<file path="config.mk">
export PLATFORM = sky130hd
export DESIGN_NAME = dram_refresh_sched
export DESIGN_NICKNAME = d
export VERILOG_FILES = /design/src/rtl/dram_rfsh_pkg.sv /design/src/rtl/rfsh_tick_timer.sv /design/src/rtl/rfsh_owed_counter.sv /design/src/rtl/cbr_strobe_seq.sv /design/src/rtl/dram_refresh_sched.sv
export SDC_FILE = /design/constraint.sdc
export NUM_CORES = 1
export LEC_CHECK = 0
export BUFFER_PORTS_ARGS = -buffer_cell sky130_fd_sc_hd__clkbuf_2
export CAP_MARGIN = 30
export CORE_UTILIZATION = 45
export DETAILED_ROUTE_END_ITERATION = 6
export HOLD_SLACK_MARGIN = 0.08
export SLEW_MARGIN = 20
export SYNTH_ARGS = -nofsm -noshare
export SYNTH_HDL_FRONTEND = slang
export SYNTH_HIERARCHICAL = 1
export SYNTH_SLANG_ARGS = --single-unit
</file>
<file path="constraint.sdc">
create_clock -name clk -period 1.8 [get_ports clk]
set_input_delay 0 -clock clk [delete_from_list [all_inputs] [get_ports clk]]
set_output_delay 0 -clock clk [all_outputs]
set_load 0.05 [all_outputs]
</file>
<file path="src/rtl/dram_rfsh_pkg.sv">
package dram_rfsh_pkg;

  typedef enum logic [2:0] {
    CT_PAUSE,
    CT_WREQ,
    CT_WAKE,
    CT_IDLE,
    CT_REF
  } ctl_st_e;

  typedef enum logic [2:0] {
    SQ_IDLE,
    SQ_SETUP,
    SQ_HOLD,
    SQ_LOW,
    SQ_PRE
  } seq_st_e;

  function automatic int unsigned umax(input int unsigned a, input int unsigned b);
    return (a > b) ? a : b;
  endfunction

  function automatic int unsigned cnt_width(input int unsigned span);
    return (span < 2) ? 1 : $clog2(span);
  endfunction

endpackage

</file>
<file path="src/rtl/rfsh_tick_timer.sv">
module rfsh_tick_timer #(
  parameter int unsigned PERIOD = 16
) (
  input  logic clk,
  input  logic rst_n,
  input  logic run,
  output logic tick
);
  localparam int unsigned CW = dram_rfsh_pkg::cnt_width(PERIOD);

  logic [CW-1:0] cnt_q;
  logic [CW-1:0] cnt_d;
  logic          at_end;
  logic          cnt_en;

  assign at_end = (cnt_q == CW'(PERIOD - 1));
  assign tick   = run && at_end;
  assign cnt_en = run || (cnt_q != '0);

  always_comb begin
    cnt_d = cnt_q;
    if (!run || at_end) cnt_d = '0;
    else                cnt_d = cnt_q + 1'b1;
  end

  always_ff @(posedge clk or negedge rst_n) begin
    if (!rst_n)      cnt_q <= '0;
    else if (cnt_en) cnt_q <= cnt_d;
  end
endmodule

</file>
<file path="src/rtl/rfsh_owed_counter.sv">
module rfsh_owed_counter #(
  parameter int unsigned MAX_OWED = 4
) (
  input  logic clk,
  input  logic rst_n,
  input  logic inc,
  input  logic dec,
  input  logic clr,
  output logic full,
  output logic nonzero,
  output logic overflow
);
  localparam int unsigned CW = $clog2(MAX_OWED + 1);

  logic [CW-1:0] owed_q;
  logic [CW-1:0] owed_d;
  logic          owed_en;

  assign full     = (owed_q == CW'(MAX_OWED));
  assign nonzero  = (owed_q != '0);
  assign overflow = inc && full && !dec;

  always_comb begin
    owed_d = owed_q;
    if (clr) begin
      owed_d = '0;
    end else begin
      unique case ({inc, dec})
        2'b10:   if (!full)   owed_d = owed_q + 1'b1;
        2'b01:   if (nonzero) owed_d = owed_q - 1'b1;
        default: owed_d = owed_q;
      endcase
    end
  end

  assign owed_en = clr || (inc != dec);

  always_ff @(posedge clk or negedge rst_n) begin
    if (!rst_n)       owed_q <= '0;
    else if (owed_en) owed_q <= owed_d;
  end
endmodule

</file>
<file path="src/rtl/cbr_strobe_seq.sv">
module cbr_strobe_seq
  import dram_rfsh_pkg::*;
#(
  parameter int unsigned SETUP_CYC = 2,
  parameter int unsigned HOLD_CYC  = 2,
  parameter int unsigned LOW_CYC   = 13,
  parameter int unsigned PRE_CYC   = 8
) (
  input  logic clk,
  input  logic rst_n,
  input  logic start,
  output logic idle,
  output logic done,
  output logic ras_n,
  output logic cas_n
);
  localparam int unsigned TAIL = LOW_CYC - HOLD_CYC;
  localparam int unsigned SPAN = umax(umax(SETUP_CYC, HOLD_CYC), umax(TAIL, PRE_CYC));
  localparam int unsigned CW   = $clog2(SPAN + 1);

  seq_st_e       st_q, st_d;
  logic [CW-1:0] cnt_q, cnt_d;
  logic          last;
  logic          ras_d, cas_d;

  assign last = (cnt_q == '0);
  assign idle = (st_q == SQ_IDLE);

  always_comb begin
    st_d  = st_q;
    cnt_d = cnt_q;
    done  = 1'b0;
    unique case (st_q)
      SQ_IDLE: begin
        if (start) begin
          st_d  = SQ_SETUP;
          cnt_d = CW'(SETUP_CYC - 1);
        end
      end
      SQ_SETUP: begin
        if (last) begin
          st_d  = SQ_HOLD;
          cnt_d = CW'(HOLD_CYC - 1);
        end else begin
          cnt_d = cnt_q - 1'b1;
        end
      end
      SQ_HOLD: begin
        if (last) begin
          st_d  = SQ_LOW;
          cnt_d = CW'(TAIL - 1);
        end else begin
          cnt_d = cnt_q - 1'b1;
        end
      end
      SQ_LOW: begin
        if (last) begin
          st_d  = SQ_PRE;
          cnt_d = CW'(PRE_CYC - 1);
        end else begin
          cnt_d = cnt_q - 1'b1;
        end
      end
      SQ_PRE: begin
        if (last) begin
          st_d = SQ_IDLE;
          done = 1'b1;
        end else begin
          cnt_d = cnt_q - 1'b1;
        end
      end
      default: st_d = SQ_IDLE;
    endcase
  end

  // Strobe levels decoded from the next state and registered, so the pins
  // follow the current phase without decode glitches.
  assign ras_d = !((st_d == SQ_HOLD) || (st_d == SQ_LOW));
  assign cas_d = !((st_d == SQ_SETUP) || (st_d == SQ_HOLD));

  always_ff @(posedge clk or negedge rst_n) begin
    if (!rst_n) begin
      st_q  <= SQ_IDLE;
      cnt_q <= '0;
      ras_n <= 1'b1;
      cas_n <= 1'b1;
    end else begin
      st_q  <= st_d;
      cnt_q <= cnt_d;
      ras_n <= ras_d;
      cas_n <= cas_d;
    end
  end
endmodule

</file>
<file path="src/rtl/dram_refresh_sched.sv">
module dram_refresh_sched
  import dram_rfsh_pkg::*;
#(
  parameter int unsigned CLK_MHZ       = 250,
  parameter int unsigned ROWS          = 2048,
  parameter int unsigned RETAIN_US     = 32000,
  parameter int unsigned PAUSE_US      = 200,
  parameter int unsigned WAKE_N        = 8,
  parameter int unsigned MAX_OWED      = 4,
  parameter int unsigned CAS_SETUP_CYC = 2,
  parameter int unsigned CAS_HOLD_CYC  = 2,
  parameter int unsigned RAS_LOW_CYC   = 13,
  parameter int unsigned RAS_PRE_CYC   = 8
) (
  input  logic clk,
  input  logic rst_n,
  input  logic bus_gnt,
  output logic bus_req,
  output logic ref_busy,
  output logic ras_n,
  output logic cas_n,
  output logic ready,
  output logic urgent
);
  localparam int unsigned TICK_CYC  = CLK_MHZ * RETAIN_US / ROWS;
  localparam int unsigned PAUSE_CYC = CLK_MHZ * PAUSE_US;
  localparam int unsigned WCW       = cnt_width(WAKE_N);

  // Reset: asserted asynchronously, released on a clock edge.
  logic [1:0] rst_pipe_q;
  logic       rst_l;

  always_ff @(posedge clk or negedge rst_n) begin
    if (!rst_n) rst_pipe_q <= 2'b00;
    else        rst_pipe_q <= {rst_pipe_q[0], 1'b1};
  end
  assign rst_l = rst_pipe_q[1];

  ctl_st_e        st_q, st_d;
  logic [WCW-1:0] wcnt_q, wcnt_d;
  logic           wcnt_en;
  logic           miss_q, miss_d;
  logic           pause_tick, due_tick;
  logic           seq_start, seq_idle, seq_done;
  logic           owed_full, owed_any, owed_ovf, owed_clr, owed_dec;
  logic           wake_last, in_service;

  assign in_service = (st_q == CT_IDLE) || (st_q == CT_REF);
  assign ready      = in_service && !miss_q;
  assign ref_busy   = (st_q == CT_WAKE) || (st_q == CT_REF);
  assign bus_req    = (st_q == CT_WREQ) || ref_busy ||
                      ((st_q == CT_IDLE) && owed_any && !miss_q);
  assign urgent     = owed_full;
  assign wake_last  = (wcnt_q == WCW'(WAKE_N - 1));
  assign seq_start  = ref_busy && seq_idle;
  assign owed_dec   = (st_q == CT_REF) && seq_done;
  assign owed_clr   = (st_q == CT_WAKE) && seq_done && wake_last;

  rfsh_tick_timer #(.PERIOD(PAUSE_CYC)) i_pause_timer (
    .clk  (clk),
    .rst_n(rst_l),
    .run  (st_q == CT_PAUSE),
    .tick (pause_tick)
  );

  rfsh_tick_timer #(.PERIOD(TICK_CYC)) i_due_timer (
    .clk  (clk),
    .rst_n(rst_l),
    .run  (ready),
    .tick (due_tick)
  );

  rfsh_owed_counter #(.MAX_OWED(MAX_OWED)) i_owed (
    .clk     (clk),
    .rst_n   (rst_l),
    .inc     (due_tick),
    .dec     (owed_dec),
    .clr     (owed_clr),
    .full    (owed_full),
    .nonzero (owed_any),
    .overflow(owed_ovf)
  );

  cbr_strobe_seq #(
    .SETUP_CYC(CAS_SETUP_CYC),
    .HOLD_CYC (CAS_HOLD_CYC),
    .LOW_CYC  (RAS_LOW_CYC),
    .PRE_CYC  (RAS_PRE_CYC)
  ) i_seq (
    .clk  (clk),
    .rst_n(rst_l),
    .start(seq_start),
    .idle (seq_idle),
    .done (seq_done),
    .ras_n(ras_n),
    .cas_n(cas_n)
  );

  always_comb begin
    st_d = st_q;
    unique case (st_q)
      CT_PAUSE: if (pause_tick) st_d = CT_WREQ;
      CT_WREQ:  if (bus_gnt)    st_d = CT_WAKE;
      CT_WAKE:  if (seq_done && wake_last) st_d = CT_IDLE;
      CT_IDLE: begin
        if (miss_q)                   st_d = CT_WREQ;
        else if (owed_any && bus_gnt) st_d = CT_REF;
      end
      CT_REF:   if (seq_done) st_d = CT_IDLE;
      default:  st_d = CT_PAUSE;
    endcase
  end

  always_comb begin
    wcnt_d  = wcnt_q;
    wcnt_en = 1'b0;
    if (st_q == CT_WREQ) begin
      wcnt_d  = '0;
      wcnt_en = 1'b1;
    end else if ((st_q == CT_WAKE) && seq_done) begin
      wcnt_d  = wcnt_q + 1'b1;
      wcnt_en = 1'b1;
    end
  end

  always_comb begin
    miss_d = miss_q;
    if (owed_clr)      miss_d = 1'b0;
    else if (owed_ovf) miss_d = 1'b1;
  end

  always_ff @(posedge clk or negedge rst_l) begin
    if (!rst_l) begin
      st_q   <= CT_PAUSE;
      wcnt_q <= '0;
      miss_q <= 1'b0;
    end else begin
      st_q   <= st_d;
      miss_q <= miss_d;
      if (wcnt_en) wcnt_q <= wcnt_d;
    end
  end
endmodule

</file>
# [After elaboration in Yosys (flattened, before gate mapping)]
# Cells that the tools add are included.
# W data, S select, Z words.
[totals] ff_bits=49 wordCells=121
[classes] n_addsub=6 n_eq_ne=27 mux=33 reduce_logical=44
[op_table] op="$mux W3" n=16
[op_table] op="$pmux W3 S5" n=2
[op_table] op="$mux W4" n=5
[op_table] op="$pmux W4 S5" n=1
[op_table] op="$eq A3 B2 Y1 const B" n=6
[op_table] op="$add A16 B1 Y16 const B" n=1
[op_table] op="$eq A16 B16 Y1 const B" n=1
[op_table] op="$mux W16" n=1
[op_table] op="$reduce_bool A16 Y1" n=1
[op_table] op="$logic_and A1 B1 Y1" n=13
[op_table] op="$add A12 B1 Y12 const B" n=1
[op_table] op="$eq A12 B12 Y1 const B" n=1
[op_table] op="$eq A3 B3 Y1 const B" n=4
[op_table] op="$mux W12" n=1
[op_table] op="$reduce_bool A12 Y1" n=1
[op_table] op="$logic_or A1 B1 Y1" n=11
[op_table] op="$eq A3 B1 Y1 const B" n=3
[op_table] op="$ne A3 B2 Y1 const B" n=3
[op_table] op="$ne A2 B2 Y1 const B" n=4
[op_table] op="$add A3 B1 Y3 const B" n=2
[op_table] op="$logic_not A1 Y1" n=6
[op_table] op="$logic_not A3 Y1" n=2
[op_table] op="$mux W1" n=6
[op_table] op="$pmux W3 S2" n=1
[op_table] op="14 further kinds" n=17

# [Longest topological paths before layout]
# Gate-level depths: netlist (run 1).
[depth] ltp_word=8 ltp_mapped=13 ltp_nobuf=13

# [Cells and area by module]
# Netlist (run 1), hierarchy kept.
[modules_own_cells] mod="rfsh_tick_timer (i_pause_timer)" n_inst=1 cells_each=93 area_per_inst_um2=880.8 seq_area_each_um2=400.4
[modules_own_cells] mod="rfsh_tick_timer (i_due_timer)" n_inst=1 cells_each=68 area_per_inst_um2=719.4 seq_area_each_um2=300.3
[modules_own_cells] mod="cbr_strobe_seq" n_inst=1 cells_each=75 area_per_inst_um2=620.6 seq_area_each_um2=227.7
[modules_own_cells] mod="dram_refresh_sched" n_inst=1 cells_each=64 area_per_inst_um2=543.0 seq_area_each_um2=225.2
[modules_own_cells] mod="rfsh_owed_counter" n_inst=1 cells_each=29 area_per_inst_um2=280.3 seq_area_each_um2=75.1

# [Worst setup path after synthesis (run 1)]
# OpenSTA, ideal clock, no wires.
[synth_timing] path_kind="register to register" start="register, netlist name st_q[0]" end="register i_owed.owed_q[2]" setup_ps=120 arrival_ps=3097 required_ps=1680 slack_ps=-1417 stages_incl_launch_ff=14 n_path_buf=1 path_cell_list="dfrtp_1 > buf_4 > nor2b_1 > nand2_1 > a21oi_1 > and2_1 > inv_1 > ha_1 > xor2_1 > ha_1 > a21oi_1 > xnor2_1 > a21oi_1 > a31o_1"
[synth_rtl] item="end signal: assignment" line_no="rfsh_owed_counter.sv:40" rtl="else if (owed_en) owed_q <= owed_d;"
[synth_rtl] item="end: declaration" line_no="rfsh_owed_counter.sv:15" rtl="logic [CW-1:0] owed_q;"

# [Final worst setup path (run 1)]
[layout_timing] start="register i_due_timer.cnt_q[5]" end="register i_owed.owed_q[2]"
[layout_via] elab_chain_len=5 word_cells_on_any_way=12 cone_classes="eq/ne: 6; mux: 2; reduce/logical: 4"
[layout_lines] item="start: declaration" line_no="rfsh_tick_timer.sv:11" rtl="logic [CW-1:0] cnt_q;"
[layout_lines] item="start signal: assignment" line_no="rfsh_tick_timer.sv:28" rtl="else if (cnt_en) cnt_q <= cnt_d;"
[layout_lines] item="$eq A12 B12 Y1 (*)" line_no="rfsh_tick_timer.sv:16" rtl="assign at_end = (cnt_q == CW'(PERIOD - 1));"
[layout_lines] item="$logic_and A1 B1 Y1 (*)" line_no="rfsh_tick_timer.sv:17" rtl="assign tick = run && at_end;"
[layout_lines] item="via due_tick" line_no="dram_refresh_sched.sv:43" rtl="logic pause_tick, due_tick;"
[layout_lines] item="$eq A2 B2 Y1, or another cell as far along" line_no="rfsh_owed_counter.sv:28" rtl="unique case ({inc, dec})"
[layout_lines] item="$ne A3 B2 Y1 (no line), or another cell as far along"
[layout_lines] item="$reduce_and A4 Y1 (no line) / $mux W3 (equally long branches)"
# The timed path passes the listed nets; every way through them passes the cells marked *.
# A chain may end at the register's enable or synchronous reset.

==> results of run 1 <==
==> sequential cells by signal (all words and copies together), names as in the netlist <==
signal               cells
i_due_timer/cnt_q       12
i_owed/owed_q            3
i_pause_timer/cnt_q     16
i_seq/cas_n              1
i_seq/cnt_q              4
i_seq/ras_n              1
i_seq/st_q               3
miss_q                   1
rst_pipe_q               2
st_q                     3
wcnt_q                   3
==> layout make-up <==
type	instances	area [um^2]
clock buffer	6	82.58
clock inverter	2	37.54
fill	551	2370
inverter	16	62.56
multi-input combinational	251	1933
sequential	49	1232
tap	77	96.34
timing repair buffer	78	608.1
==> cell usage after synthesis, types with 7 or more instances <==
| library cell | n |
|---|---|
| xnor2_1 | 12 |
| nor2_1 | 38 |
| or3_1 | 8 |
| nand3_1 | 16 |
| ha_1 | 12 |
| o21ai_0 | 19 |
| a21oi_1 | 14 |
| inv_1 | 15 |
| dfrtp_1 | 47 |
| nand2_1 | 22 |
| nand4_1 | 9 |
| nand2b_1 | 7 |
| nor3_1 | 7 |
| xor2_1 | 9 |
==> what timing repair did <==
action | 4_1_cts | 5_1_grt
resized for setup | 23 | 32
pin swaps | 14 | 20
setup buffers | 5 | 2
endpoints found under the setup margin | 36 | 36
gates cloned | 2 | 1
hold buffers | 2 | 0
endpoints found under the hold margin | 2 | 0
==> stage by stage <==
stage          cell area [um^2]  setup slack, ps  hold slack [ps]  TNS (ps)
3_3_place_gp               3635           -640.9           -213.9     -4154
2_1_floorplan              3132           -706.2           -295.6     -7498
3_5_place_dp               3635           -692.4           -212.5     -4576
6_report                   4053           -657.6            104.0     -4559
4_1_cts                    3920           -646.2            93.84     -3604
5_1_grt                    4053           -747.6            119.4     -5985
==> worst reg2reg max path: stages, from the launching register on <==
cell     delay (ps)
dfrtp_1         390
or4_4           560
nor4_4          140
and2_4          180
inv_2            50
ha_2            170
xor2_1          160
ha_2            170
a21oi_2         110
xnor2_1         150
a21oi_1          90
a31o_1          190
==> kinds of logic (layout without fill, tap and decap cells) <==
family / Yosys count / count (layout) / share of synthesized area
mux: 4 / 4 / 0.01397
flops: 49 / 49 / 0.4036
buf+inv: 31 / 102 / 0.05096
other cells: 1 / 1 / 0.001232
compound gates: 70 / 71 / 0.1710
fa+ha+maj: 12 / 12 / 0.04932
xor+xnor: 21 / 21 / 0.06042
simple gates: 141 / 142 / 0.2495
==> per-layer routing <==
metal / GRT usage / wire (um)
met2: 0.3689 / 3614
met3: 0.03736 / 129
met5: 0 / 0
met4: 0.06897 / 51
met1: 0.2765 / 3299
==> final timing paths <==
path / slack, ps / from / to
max: -660 / i_due_timer/cnt_q[5] / i_owed/owed_q[2]
min: 100 / bus_gnt / st_q[0]
max reg2reg: -660 / i_due_timer/cnt_q[5] / i_owed/owed_q[2]
min reg2reg: 160 / rst_pipe_q[1] / i_seq/st_q[1]
max in group asynchronous: 1140 / rst_n / rst_pipe_q[1]
min in group asynchronous: 160 / rst_pipe_q[1] / i_seq/st_q[1]
==> power breakdown <==
part	switching (mW)	internal [mW]	leakage, nW
Combinational	0.0185	0.0115	1.04
Sequential	0.00601	1.10	0.644
Clock	0.390	0.452	0.0574
Total	0.415	1.57	1.74
==> impl_metrics.ini, run 1 <==
[status]
outcome = complete, but fails checks
violations = setup timing

[global_route]
grt_max_degree = 19
grt-ovfl-total = 0
grt_pass1_vias = 2609
antenna_found_initial = 0
track_usage = 0.2150
grt_pass1_wl_um = 12220

[synthesis]
ys_warn_count = 6
synthFlopType = dfrtp_1
syn_avg_cell_area_um2 = 9.253
netlist_area_um2 = 3044
ys_seq_elements = 49
synth_top_cell_by_area = dfrtp_1
netlist_instances = 329
synth_nets = 344
synth.top_cell.area_share = 0.3864
netlist_top_cells_area = dfrtp_1, ha_1, nor2_1
synth_edf_count = 0
synth_cell_types = 65
seq_area_frac_synth = 0.4036
ys_async_sr_fraction = 1.000

[timing]
fin_ws_ps = -657.6
max_freq_mhz = 406.9
setup_viol = 27
rsz0062_at_grt = yes
slew_viol_final = 0
finalCritPeriodShare = 1.365
fin_skew_ps = 5.503
hold_viol_final = 0
min_period_ps = 2458

[cells_and_area]
diodes = 0
final_cell_mix = buf_4, dfrtp_1, nor2_1, nand2_1, o21ai_0
final_cells = 479
nets = 416
mostFrequentLayoutCell = buf_4
final_util = 0.6310
drive_gt1_frac = 0.4030
area.growth.synth_to_final_pct = 33.13

[setup_path]
path_cells = or4_4 -> nor4_4 -> and2_4 -> inv_2 -> ha_2 -> xor2_1 -> ha_2 -> a21oi_2 -> xnor2_1 -> a21oi_1 -> a31o_1
crit_family = simple AND/OR/NAND/NOR gates
worstPathBufferInverterCount = 1
cp.required_ps = 2000
critPathKind = flip-flop to flip-flop
crit_cells = 11
worstSetupEndpointType = flip-flop
arrival_ps = 2660
crit_slowest_cell = or4_4
crit_path_start_kind = flip-flop
critPathMaxStageDelay_ps = 560
worst_path_most_repeated_cell = ha_2
cp_max_fo = 2
r2r.worst_path.cells = 11

[run]
cap_violations = 0

[clock_tree]
clkTransAtPathRegs_ps = 100
clock_path_buffers = 2
cts_tree = done
cts_root_buf = clkbuf_8
cts_buffers = 5
clock_sinks = 49
htreeDepth = 2
insertion_delay_ps = 300

[die]
die_w_um = 84.25
rows = 29
core-area_um2 = 6422
initial_core_util = 0.4740
fp.dieH_um = 84.25
io_pins = 9
dieArea_um2 = 7098

[power_and_ir_drop]
peakVddDrop_mv = 0.3867
power.total_mw = 1.981
p_leak_nw = 1.737
p_per_area_nw_per_um2 = 488.8

[drt]
final_antenna_net_count = 0
routed_wl_um = 7094
drc = 0
via_per_inst = 5.651
drt-initial-drc-count = 95
wl_per_cell_um = 14.81
via_count = 2707
firstDrtPassIters = 4

[placed_design]
dpl.hpwl_um = 4913
place.gp.congestion = 0.7976
placed_cells = 460
io_buffer_count = 8

[worst_hold_path]
hold_class = primary input to flip-flop
whs_path_depth = 3
(Power assumes the default switching activity.)
==> inputs of run 2 (changes only) <==
--- a/config.mk
+++ b/config.mk
@@ -7,7 +7,7 @@
 export LEC_CHECK = 0
 export BUFFER_PORTS_ARGS = -buffer_cell sky130_fd_sc_hd__clkbuf_2
 export CAP_MARGIN = 30
-export CORE_UTILIZATION = 45
+export CORE_UTILIZATION = 31
 export DETAILED_ROUTE_END_ITERATION = 6
 export HOLD_SLACK_MARGIN = 0.08
 export SLEW_MARGIN = 20
==> run 2 against run 1 <==
Cell area hardly changed. Largest cell class unchanged. Final cell count is 10% higher. Highest routed layer unchanged. The flow still finishes with violations (setup timing). Non-clock buffer count is 2 lower. First-iteration DRC count is 42% lower. Total power is 4.0% lower. Register-to-register slack worse by 70 ps. Maximum frequency is 2.7% lower. Worst setup slack worse by 69 ps. Sequential power hardly changed. Critical endpoint unchanged. Combinational power is 7.3% lower.
==> impl_metrics.ini, run 2 (synthesis gave the netlist of run 1 again) <==
[placed_design]
placed_cells = 514
place_area_um2 = 3715
place.gp.congestion = 0.8122
dpl.hpwl_um = 4751
io_buffer_count = 8
pre_cts_ws_ps = -695.4

[cells_and_area]
diodes = 0
final_util = 0.4327
final_cell_mix = buf_4, dfrtp_1, nor2_1, nand2_1, nand3_1
drive_gt1_frac = 0.3985
largest_registers = i_pause_timer/cnt_q: 16 flops, i_due_timer/cnt_q: 12 flops, i_seq/cnt_q: 4 flops
final_cells = 528
nets = 414
largest_reg_flops = 16
finish.instance_area_um2 = 4055
area.growth.synth_to_final_pct = 33.21
mostFrequentLayoutCell = buf_4
top_register = i_pause_timer/cnt_q

[die]
core-area_um2 = 9371
fp.dieH_um = 101.1
rows = 35
initial_core_util = 0.3248
dieArea_um2 = 10220
io_pins = 9
die_w_um = 101.1

[global_route]
grt-ovfl-total = 0
track_usage = 0.1421
grt_pass1_wl_um = 11700
grt_max_degree = 41
antenna_found_initial = 0
grt_pass1_vias = 2600

[status]
outcome = complete, but fails checks
violations = setup timing

[worst_hold_path]
min_from = bus_gnt
hold_class = primary input to flip-flop
whs_path_depth = 3

[drt]
via_count = 2636
wl_per_cell_um = 12.96
drc = 0
firstDrtPassIters = 4
routed_wl_um = 6845
final_antenna_net_count = 0
via_per_inst = 4.992
drt-initial-drc-count = 55

[power_and_ir_drop]
p_leak_nw = 1.722
p_per_area_nw_per_um2 = 468.8
power.total_mw = 1.901
peakVddDrop_mv = 0.2500

[setup_path]
critPathKind = flip-flop to flip-flop
r2r.worst_path.cells = 11
crit_path_start_kind = flip-flop
crit_start = i_due_timer/cnt_q[5]
arrival_ps = 2720
cp_max_fo = 2
worstReg2RegStart = i_due_timer/cnt_q[5]
cp.required_ps = 1990
worstSetupEndpointType = flip-flop

[clock_tree]
htreeDepth = 2
clkTransAtPathRegs_ps = 90
clock_sinks = 49
clock_path_buffers = 2
cts_buffers = 5
insertion_delay_ps = 300
cts_tree = done
cts_root_buf = clkbuf_8

[timing]
slew_viol_final = 0
setup_viol = 24
fin_ws_ps = -726.5
rsz0062_at_grt = yes
hold_viol_final = 0
min_period_ps = 2526
max_freq_mhz = 395.8
finalCritPeriodShare = 1.404
fin_skew_ps = 6.573
hold-worst-slack_ps = 113.1
tns_ps = -3842

[run]
cap_violations = 0
[run 2: timing repair]
| item | CTS | global route |
|---|---|---|
| hold endpoints to repair | 2 | 0 |
| pin swaps | 10 | 20 |
| setup endpoints to repair | 35 | 37 |
| setup buffers | 2 | 2 |
| cloned | 2 | 0 |
| hold buffers | 2 | 0 |
| gates resized for setup | 19 | 29 |
[run 2: per-layer routing]
layer	global-route usage	vias to the layer above	share of wire
li1	-	1321	-
met1	0.1822	1272	0.48
met2	0.2423	33	0.49
met3	0.02150	10	0.017
met4	0.05017	0	0.014
met5	0	-	0
[run 2: cell type report]
class | instances | area (um^2)
inverters | 16 | 62.56
well taps | 129 | 161.4
clock inverters | 2 | 35.03
multi-input cells | 251 | 1917
repair buffers | 76 | 578.1
fillers | 937 | 5316
clock buffers | 5 | 68.82
flip-flops and latches | 49 | 1232
[run 2: critical path, stage by stage (launching register included)]
cell and delay (ps):
dfrtp_1 390, or4_4 560, nor4_4 150, and2_4 190, inv_4 40, ha_2 170
xor2_1 170, ha_2 180, a21oi_2 150, xnor2_2 140, a21oi_1 90, a31o_1 190
[run 2: worst paths after layout]
check	endpoint	slack, ps
max in group asynchronous	rst_pipe_q[1]	1120
worst min-delay path	st_q[0]	110
worst min register to register	i_seq/st_q[1]	120
worst max-delay path	i_owed/owed_q[2]	-730
min in group asynchronous	i_seq/st_q[1]	120
worst max register to register	i_owed/owed_q[2]	-730
[run 2: report_power, final]
group / internal [mW] / switching, mW / total [mW]
Clock: 0.405 / 0.362 / 0.767
Combinational: 0.00880 / 0.0190 / 0.0278
Sequential: 1.10 / 0.00414 / 1.11
Total: 1.52 / 0.386 / 1.90
==> inputs of run 3 (changes only) <==
--- a/config.mk
+++ b/config.mk
@@ -7,9 +7,10 @@
 export LEC_CHECK = 0
 export BUFFER_PORTS_ARGS = -buffer_cell sky130_fd_sc_hd__clkbuf_2
 export CAP_MARGIN = 30
-export CORE_UTILIZATION = 31
+export CORE_UTILIZATION = 62
 export DETAILED_ROUTE_END_ITERATION = 6
 export HOLD_SLACK_MARGIN = 0.08
+export PLACE_DENSITY = 0.79
 export SLEW_MARGIN = 20
 export SYNTH_ARGS = -nofsm -noshare
 export SYNTH_HDL_FRONTEND = slang
==> run 3 against run 2 <==
Critical path type unchanged. The run still ends with setup timing left. Combinational power down 14%. Sequential cell count unchanged. Final cell count down 11%. Highest routed layer unchanged. Total power down 6.6%.
==> impl_metrics.ini, run 3 (synthesis gave the netlist of run 1 again) <==
[status]
outcome = complete, but fails checks
violations = setup timing

[worst_hold_path]
hold_class = primary input to flip-flop

[power_and_ir_drop]
p_leak_nw = 1.709
peakVddDrop_mv = 0.4013
p_per_area_nw_per_um2 = 448.9

[timing]
slew_viol_final = 0
hold_viol_final = 0
setup_viol = 26
max_freq_mhz = 402.9
min_period_ps = 2482
finalCritPeriodShare = 1.379
fin_ws_ps = -681.9
fin_skew_ps = 8.637
rsz0062_at_grt = yes
hold-worst-slack_ps = 117.4

[placed_design]
placed_cells = 453
io_buffer_count = 8
place_area_um2 = 3632
pre_cts_ws_ps = -735.1
place.gp.congestion = 0.8736
dpl.hpwl_um = 4948

[clock_tree]
clkTransAtPathRegs_ps = 90
cts_root_buf = clkbuf_8
cts_tree = done
htreeDepth = 2
insertion_delay_ps = 300
cts_buffers = 5
clock_sinks = 49
clock_path_buffers = 2

[cells_and_area]
drive_gt1_frac = 0.4080
final_cell_mix = buf_4, dfrtp_1, nor2_1, nand2_1
largest_registers = i_pause_timer/cnt_q: 16 flops, i_due_timer/cnt_q: 12 flops, i_seq/cnt_q: 4 flops
diodes = 0
mostFrequentLayoutCell = buf_4
area.growth.synth_to_final_pct = 30.00
final_cells = 469
top_register = i_pause_timer/cnt_q
nets = 416
finish.instance_area_um2 = 3958
largest_reg_flops = 16

[die]
initial_core_util = 0.6445
core-area_um2 = 4723
io_pins = 9
die_w_um = 72.07
fp.dieH_um = 72.07
rows = 25
dieArea_um2 = 5194

[setup_path]
cp_max_fo = 2
critPathKind = flip-flop to flip-flop
crit_path_start_kind = flip-flop
arrival_ps = 2670
cp.required_ps = 1990
worstSetupEndpointType = flip-flop

[global_route]
grt_max_degree = 20
grt_pass1_wl_um = 11940
track_usage = 0.2957
antenna_found_initial = 0
grt-ovfl-total = 0
grt_pass1_vias = 2668

[drt]
drc = 0
final_antenna_net_count = 0
wl_per_cell_um = 16.07
firstDrtPassIters = 7
drt-initial-drc-count = 252
via_count = 2785
via_per_inst = 5.938
routed_wl_um = 7538

[run]
cap_violations = 0
-- run 3: changes by cell type in the layout (fill, tap and decap cells not counted), sizes merged --
cell / previous run / this run
clkinvlp: 0 / 2
bufinv: 1 / 0
clkinv: 1 / 0
clkbuf: 12 / 13
buf: 67 / 69
-- run 3: repair_timing --
| item | 4_1_cts | 5_1_grt |
|---|---|---|
| endpoints found under the hold margin | 2 | 0 |
| hold buffers | 2 | 0 |
| endpoints found under the setup margin | 34 | 37 |
| pin swaps | 9 | 19 |
| gates resized for setup | 24 | 25 |
| gates cloned | 2 | 0 |
| setup buffers | 4 | 0 |
-- run 3: critical path, cell delays in order, from the launching register on --
cell	delay (ps)
dfrtp_1	400
or4_4	550
nor4_2	150
and2_4	180
inv_2	40
ha_2	190
xor2_2	150
ha_2	170
a21oi_2	110
xnor2_1	150
a21oi_1	90
a31o_1	200
-- run 3: power breakdown --
| group | internal, mW | switching, mW | total (mW) |
|---|---|---|---|
| sequential | 1.10 | 0.00845 | 1.11 |
| clock | 0.274 | 0.368 | 0.642 |
| combinational | 0.00862 | 0.0152 | 0.0238 |
| total | 1.39 | 0.391 | 1.78 |
-- run 3: worst paths after layout --
| path | startpoint | end | slack [ps] | cells after the start |
|---|---|---|---|---|
| min | bus_gnt | st_q[0] | 120 | 3 |
| max in group asynchronous | rst_pipe_q[1] | i_pause_timer/cnt_q[10] | 1060 | 1 |
| max reg2reg | i_due_timer/cnt_q[5] | i_owed/owed_q[2] | -680 | 11 |
| min reg2reg | rst_pipe_q[1] | i_due_timer/cnt_q[1] | 210 | 0 |
| max | i_due_timer/cnt_q[5] | i_owed/owed_q[2] | -680 | 11 |
| min in group asynchronous | rst_pipe_q[1] | i_due_timer/cnt_q[1] | 210 | 0 |
-- run 3: routing by layer --
metal	track usage	routed length (um)
met1	0.3720	3176
met2	0.5171	3914
met3	0.04167	229
met4	0.1111	217
met5	0	0
-- run 3: final cells by class --
| cell class | count | area, um^2 |
|---|---|---|
| clock buffer | 6 | 72.57 |
| sequential | 49 | 1231 |
| multi-input combinational | 251 | 1914 |
| timing repair buffer | 78 | 580.6 |
| clock inverter | 2 | 15.01 |
| inverter | 16 | 60.06 |
| fill | 269 | 765.7 |
| tap | 67 | 83.83 |
-- run 3: metrics by stage --
stage | TNS (ps) | utilization | power (mW)
CTS | -5073 | 0.8220 | 1.795
floorplan | -7498 | - | 1.139
global placement | -5372 | 0.7690 | 1.153
detailed placement | -6209 | 0.7690 | 1.154
global route | -7213 | 0.8379 | 1.841
finish | -5532 | 0.8379 | 1.776
